$ cat config.mk
export PLATFORM = sky130hd
export DESIGN_NAME = clk_pwr_ctrl
export DESIGN_NICKNAME = d
export VERILOG_FILES = /design/src/rtl/clk_pwr_pkg.sv /design/src/rtl/clk_pwr_legal.sv /design/src/rtl/clk_pwr_settle.sv /design/src/rtl/clk_pwr_outmap.sv /design/src/rtl/clk_pwr_ctrl.sv
export SDC_FILE = /design/constraint.sdc
export NUM_CORES = 1
export LEC_CHECK = 0
export BUFFER_PORTS_ARGS = -buffer_cell sky130_fd_sc_hd__buf_2
export CAP_MARGIN = 40
export CORE_MARGIN = 2
export CORE_UTILIZATION = 30
export CTS_BUF_LIST = sky130_fd_sc_hd__clkbuf_16
export CTS_CLUSTER_SIZE = 10
export DETAILED_ROUTE_END_ITERATION = 8
export GPL_TIMING_DRIVEN = 0
export PLACE_DENSITY = 0.47
export SYNTH_ARGS = -nofsm -noshare
export SYNTH_HDL_FRONTEND = slang
export SYNTH_SLANG_ARGS = --single-unit
$ cat constraint.sdc
create_clock -name clk_i -period 6.1 [get_ports clk_i]
set_input_delay 0.61 -clock clk_i [delete_from_list [all_inputs] [get_ports clk_i]]
set_output_delay 0.61 -clock clk_i [all_outputs]
set_load 0.01 [all_outputs]
$ cat src/rtl/clk_pwr_pkg.sv
package clk_pwr_pkg;
  localparam int unsigned CTL_W = 16;
  localparam int unsigned REQ_W = 3;
  localparam int unsigned STOP_BIT = 3;

  typedef enum logic [3:0] {
    M_MID8   = 4'd0,
    M_HIGH   = 4'd1,
    M_MID    = 4'd2,
    M_PLL    = 4'd3,
    M_LOW    = 4'd4,
    M_LOWPWR = 4'd5,
    M_OCO    = 4'd6,
    M_WAIT   = 4'd7,
    M_STOP   = 4'd8,
    M_SETTLE = 4'd9
  } mode_e;

  typedef enum logic [2:0] {
    D1  = 3'd0,
    D2  = 3'd1,
    D4  = 3'd2,
    D8  = 3'd3,
    D16 = 3'd4
  } div_e;

  function automatic logic is_run(mode_e m);
    return m <= M_OCO;
  endfunction
endpackage

$ cat src/rtl/clk_pwr_legal.sv
module clk_pwr_legal
  import clk_pwr_pkg::*;
(
  input  mode_e             mode_i,
  input  div_e              div_i,
  input  logic              osd_en_i,
  input  logic [CTL_W-1:0]  ctl_i,
  output mode_e             tgt_mode_o,
  output div_e              tgt_div_o,
  output logic              refuse_o
);
  logic [REQ_W-1:0] req;
  logic             stop_req;
  logic             rsvd_set;

  assign req      = ctl_i[REQ_W-1:0];
  assign stop_req = ctl_i[STOP_BIT];
  assign rsvd_set = |ctl_i[CTL_W-1:STOP_BIT+1];

  always_comb begin
    unique case (req)
      3'd0:    begin tgt_mode_o = M_MID8;   tgt_div_o = D8;  end
      3'd1:    begin tgt_mode_o = M_HIGH;   tgt_div_o = D1;  end
      3'd2:    begin tgt_mode_o = M_MID;    tgt_div_o = D2;  end
      3'd3:    begin tgt_mode_o = M_MID;    tgt_div_o = D4;  end
      3'd4:    begin tgt_mode_o = M_MID;    tgt_div_o = D16; end
      3'd5:    begin tgt_mode_o = M_PLL;    tgt_div_o = D1;  end
      3'd6:    begin tgt_mode_o = M_LOW;    tgt_div_o = D1;  end
      default: begin tgt_mode_o = M_LOWPWR; tgt_div_o = D1;  end
    endcase
    refuse_o = rsvd_set;
    if (stop_req) begin
      tgt_mode_o = M_STOP;
      tgt_div_o  = div_i;
      refuse_o   = refuse_o || (mode_i == M_PLL) || osd_en_i;
    end else begin
      // PLL only reachable through high speed, and only left to high speed
      if (tgt_mode_o == M_PLL && !(mode_i == M_HIGH || mode_i == M_PLL))
        refuse_o = 1'b1;
      if (mode_i == M_PLL && !(tgt_mode_o == M_HIGH || tgt_mode_o == M_PLL))
        refuse_o = 1'b1;
    end
  end
endmodule

$ cat src/rtl/clk_pwr_settle.sv
module clk_pwr_settle #(
  parameter int unsigned SETTLE_CYC = 256
) (
  input  logic clk_i,
  input  logic rst_ni,
  input  logic run_i,
  output logic done_o
);
  localparam int unsigned CW = $clog2(SETTLE_CYC + 1);
  localparam logic [CW-1:0] LAST = CW'(SETTLE_CYC - 1);

  logic [CW-1:0] cnt_q;

  always_ff @(posedge clk_i or negedge rst_ni) begin
    if (!rst_ni)    cnt_q <= '0;
    else if (run_i) cnt_q <= cnt_q + 1'b1;
    else            cnt_q <= '0;
  end

  assign done_o = run_i && (cnt_q == LAST);
endmodule

$ cat src/rtl/clk_pwr_outmap.sv
module clk_pwr_outmap
  import clk_pwr_pkg::*;
(
  input  mode_e mode_i,
  input  mode_e saved_i,
  output logic  cpu_en_o,
  output logic  main_en_o,
  output logic  sub_en_o,
  output logic  oco_en_o,
  output logic  pll_en_o
);
  mode_e eff;

  // wait keeps the oscillators of the mode it was entered from
  assign eff      = (mode_i == M_WAIT) ? saved_i : mode_i;
  assign cpu_en_o = is_run(mode_i);

  always_comb begin
    main_en_o = 1'b0;
    sub_en_o  = 1'b0;
    oco_en_o  = 1'b0;
    pll_en_o  = 1'b0;
    unique case (eff)
      M_MID8, M_HIGH, M_MID, M_SETTLE: main_en_o = 1'b1;
      M_PLL:    begin main_en_o = 1'b1; pll_en_o = 1'b1; end
      M_LOW:    begin main_en_o = 1'b1; sub_en_o = 1'b1; end
      M_LOWPWR: sub_en_o = 1'b1;
      M_OCO:    oco_en_o = 1'b1;
      default:  ;
    endcase
  end
endmodule

$ cat src/rtl/clk_pwr_ctrl.sv
module clk_pwr_ctrl
  import clk_pwr_pkg::*;
#(
  parameter int unsigned SETTLE_CYC = 256
) (
  input  logic        clk_i,
  input  logic        rst_ni,
  input  logic        ctl_wr_i,
  input  logic [15:0] ctl_data_i,
  input  logic        aux_wr_i,
  input  logic [1:0]  aux_data_i,
  input  logic        wait_i,
  input  logic        irq_i,
  output logic [3:0]  mode_o,
  output logic [2:0]  div_sel_o,
  output logic        cpu_clk_en_o,
  output logic        main_osc_en_o,
  output logic        sub_osc_en_o,
  output logic        oco_en_o,
  output logic        pll_en_o,
  output logic        err_o
);
  mode_e mode_q, mode_d, saved_q, saved_d, tgt_mode;
  div_e  div_q, div_d, tgt_div;
  logic  oco_q, oco_d, osd_q, osd_d, err_q, err_d;
  logic  refuse, settle_done;

  clk_pwr_legal u_legal (
    .mode_i     (mode_q),
    .div_i      (div_q),
    .osd_en_i   (osd_q),
    .ctl_i      (ctl_data_i),
    .tgt_mode_o (tgt_mode),
    .tgt_div_o  (tgt_div),
    .refuse_o   (refuse)
  );

  clk_pwr_settle #(.SETTLE_CYC(SETTLE_CYC)) u_settle (
    .clk_i  (clk_i),
    .rst_ni (rst_ni),
    .run_i  (mode_q == M_SETTLE),
    .done_o (settle_done)
  );

  clk_pwr_outmap u_map (
    .mode_i    (mode_q),
    .saved_i   (saved_q),
    .cpu_en_o  (cpu_clk_en_o),
    .main_en_o (main_osc_en_o),
    .sub_en_o  (sub_osc_en_o),
    .oco_en_o  (oco_en_o),
    .pll_en_o  (pll_en_o)
  );

  always_comb begin
    mode_d  = mode_q;
    saved_d = saved_q;
    div_d   = div_q;
    oco_d   = oco_q;
    osd_d   = osd_q;
    err_d   = 1'b0;
    if (is_run(mode_q)) begin
      if (aux_wr_i) begin
        if (mode_q == M_PLL && aux_data_i[0]) begin
          err_d = 1'b1;
        end else begin
          oco_d = aux_data_i[0];
          osd_d = aux_data_i[1];
          if (aux_data_i[0] && !oco_q) begin
            mode_d = M_OCO;
            div_d  = D8;
          end else if (!aux_data_i[0] && oco_q) begin
            mode_d = M_MID8;
            div_d  = D8;
          end
        end
      end else if (ctl_wr_i && !oco_q) begin
        if (refuse) err_d = 1'b1;
        else begin
          mode_d = tgt_mode;
          div_d  = tgt_div;
        end
      end else if (wait_i) begin
        if (mode_q == M_PLL) err_d = 1'b1;
        else begin
          saved_d = mode_q;
          mode_d  = M_WAIT;
        end
      end
    end else begin
      unique case (mode_q)
        M_WAIT: if (irq_i) mode_d = saved_q;
        M_STOP: if (irq_i) mode_d = M_SETTLE;
        M_SETTLE: if (settle_done) begin
          mode_d = M_MID8;
          div_d  = D8;
          oco_d  = 1'b0;
        end
        default: mode_d = M_MID8;
      endcase
    end
  end

  always_ff @(posedge clk_i or negedge rst_ni) begin
    if (!rst_ni) begin
      mode_q  <= M_MID8;
      saved_q <= M_MID8;
      div_q   <= D8;
      oco_q   <= 1'b0;
      osd_q   <= 1'b0;
      err_q   <= 1'b0;
    end else begin
      mode_q  <= mode_d;
      saved_q <= saved_d;
      div_q   <= div_d;
      oco_q   <= oco_d;
      osd_q   <= osd_d;
      err_q   <= err_d;
    end
  end

  assign mode_o    = mode_q;
  assign div_sel_o = div_q;
  assign err_o     = err_q;
endmodule

==> impl_metrics.toml <==
[worst_setup_path]
end_kind = "output port"
r2r_setup_slack_ps = 3930
timing.rr.end = "mode_o[3]"
worst-setup-path-type = "flop to output port"
cp.required_ps = 5490
cp_max_fo = 10
crit-reg2reg-launch = "u_settle.cnt_q[0]"
cp-start-kind = "flop"
reg2reg_depth = 8
cp.arrival_ps = 2230
setup.worst_path.end = "pll_en_o"
critPathLaunch = "mode_o[2]"

[power]
clkPwrFrac_pct = 20.2
p_per_area_nw_per_um2 = 391
leakage_nw = 0.781
p_int_mw = 0.420
power_switching_share_pct = 40.9
pwr-share-seq_pct = 31.0
p_sw_mw = 0.290
ir_drop_uv = 132
p_comb_share_pct = 48.8

[yosys]
syn_nets = 192
synth_top_family_by_area = "simple AND/OR/NAND/NOR gates"
synth-xor-area-share_pct = 2.97
synthCells = 166
synthTopCellsByArea = "dfrtp_1 (36%), nand2_1 (4.3%), dfstp_2 (3.6%), nor2_1 (3.6%), a21oi_1 (3.4%)"
yosys.area.top_type = "dfrtp_1"
yosysTopAreaCellShare_pct = 35.6
yosys_warnings = 0
synth-simple-area-share_pct = 29.4
avgSynthCellArea_um2 = 8.89
netlist_area_um2 = 1480
yosysUniqueCellTypes = 47
synthAdderAreaFrac_pct = 1.69
synth.area.mux_share_pct = 7.29
synth-compound-area-share_pct = 15.6
synth-seq-cells = 23
ys_seq_area_share_pct = 39.2

[clock_tree]
ctsHtreeMaxLevel = 1
cts-resized-gates = 0
clkSinkCount = 23
postCtsSetupRepairBufs = 0
cts_tree = "done"
cts_buffers = 3
clock_path_buffers = 2
clock_latency_ps = 260
clk_pin_slew_ps = 60
ctsHoldBuffers = 0
clockRootBuffer = "clkbuf_16"

[routing]
drtIter0Drc = 50
wl_per_cell_um = 14.1
routed_wl_mm = 3.82
dr.pass1.iters = 4
vias = 1386
drcViolationCount = 0
drtAntennaViolNets = 0
vias_per_cell = 5.10

[final_layout]
area_growth_pct = 23.0
nNetsFinal = 232
diodes = 0
drive_gt1_share_pct = 26.8

[global_route]
antenna_found_initial = 0
overflow = 0
grt_max_degree = 24
track_usage_pct = 15.0
grt_pass1_wl_mm = 6.31
grt_pass1_vias = 1420

[timing]
tightestPinTransition_ps = 540
setup_ws_ps = 3260
relSlewSlack_pct = 64.0
hold_viol = 0
grt_setup_unrepaired = "false"
setup-tns-final_ps = 0
max_freq_mhz = 352
setup-violations-final = 0
min_period_ps = 2840
finalCritPeriodShare_pct = 46.6
slew_violations = 0
finClkSkew_ps = 1.35

[placed_design]
pre_cts_ws_ps = 3540
hpwl_mm = 2.97
io_buffers = 35
gp_congestion = 0.861

[die]
fp.dieW_um = 74.2
start_util_pct = 31.3
core_um2 = 4720
die_y_um = 74.2
dieArea_um2 = 5500
row_count = 25
pin_count = 37

[status]
status = "finished, final reports clean"

[min_path]
min_path_type = "input pin to async pin"

[job]
maxCapViolations = 0
-- area by class of cell --
type,instances,area [um2]
timing repair buffer,35,175
inverter,8,30.0
sequential,23,578
clock buffer,3,75.1
buffer,6,27.5
fill,494,2910
tap,67,83.8
multi-input combinational,129,841
clock inverter,1,5.00
-- worst max-delay path, cell delays in order, from the launching register on --
cell	delay [ps]
dfrtp_1	440
clkbuf_1	360
nand4b_1	320
mux2i_1	400
nor4b_1	270
buf_2	180
-- per-stage QoR --
step / instance area (um2) / util (%) / instances / total power [mW] / hold WS (ps)
finish: 1820 / 38.4 / 272 / 0.710 / 330
global route: 1820 / 38.4 / 272 / 0.768 / 374
CTS: 1820 / 38.4 / 272 / 0.717 / 357
detailed placement: 1740 / 36.7 / 268 / 0.568 / 453
global placement: 1740 / 36.7 / 268 / 0.561 / 441
floorplan: 1480 / - / 166 / 0.458 / 314
-- cells in the final DEF (no fill, tap or decap), drive strengths merged, types with 2 or more instances in the layout --
cell and instances:
dfstp 2, nor2 14, nand2 17, mux2i 4, nand2b 5, nand3 10
nor4 6, ha 2, or3 2, and2 2, nor4b 2, dfrtp 21
a21oi 10, inv 8, buf 39, xnor2 2, o32a 2, xor2 3
o31ai 2, nor3b 3, nor2b 3, mux2 6, o21ai 11, a31oi 2
nand4bb 2, nor3 2, clkbuf 5, o32ai 2, or4b 2
-- cell usage after synthesis, drive strengths merged --
cell     count
a311oi       1
dfrtp       21
clkbuf       2
a31o         1
a41oi        1
nor3b        3
or4b         2
and2         2
a31oi        2
nand2b       5
nand4        1
mux2i        4
inv          8
nand4b       1
dfstp        2
nor3         2
xnor2        2
nor2        14
o22ai        1
o21ai       11
ha           2
nor4b        2
and4bb       1
nand2       17
nor2b        3
nor4         6
nand4bb      2
o32ai        2
o32a         2
o21a         1
nand3b       1
buf          4
or4          1
nand3       10
o22a         1
or3          2
mux2         6
a21oi       10
o211ai       1
and3         1
o31ai        2
xor2         3
-- routing by layer --
layer  up-vias  track usage, %  part of all wire, %
met1       677            18.1                   46
met2        20            27.4                   50
met4         0            4.44                  1.0
met5         -               0                    0
met3         4            2.17                  2.7
li1        685               -                    -
-- kinds of logic (layout without fill, tap and decap cells) --
kind of cell,after synthesis,in the layout
AOI/OAI and AO/OA,36,36
DFF,23,23
buffers and inverters,14,53
muxes,10,10
and+or+nand+nor,76,76
xor gates and xnor gates,5,5
adders and majority gates,2,2
-- worst min-delay path by stage --
| stage | from | endpoint | slack, ps |
|---|---|---|---|
| floorplan | rst_ni | div_sel_o[2] | 310 |
| global placement | u_settle.cnt_q[0] | u_settle.cnt_q[0] | 440 |
| detailed placement | u_settle.cnt_q[0] | u_settle.cnt_q[0] | 450 |
| CTS | rst_ni | mode_o[0] | 360 |
| global route | rst_ni | saved_q[3] | 370 |
| finish | rst_ni | saved_q[3] | 330 |
-- state kept, by name, indices dropped and copies added (netlist names) --
register	flops
mode_o	4
saved_q	4
err_o	1
osd_q	1
oco_q	1
div_sel_o	3
u_settle.cnt_q	9
-- power groups by stage --
stage	Sequential [mW]	Clock [mW]	Combinational (mW)
2_1_floorplan	0.221	0	0.237
5_1_grt	0.226	0.156	0.386
3_5_place_dp	0.222	0	0.347
6_report	0.220	0.143	0.347
4_1_cts	0.220	0.150	0.347
3_3_place_gp	0.221	0	0.340
No activity file was read; power rests on OpenSTA's default activity.
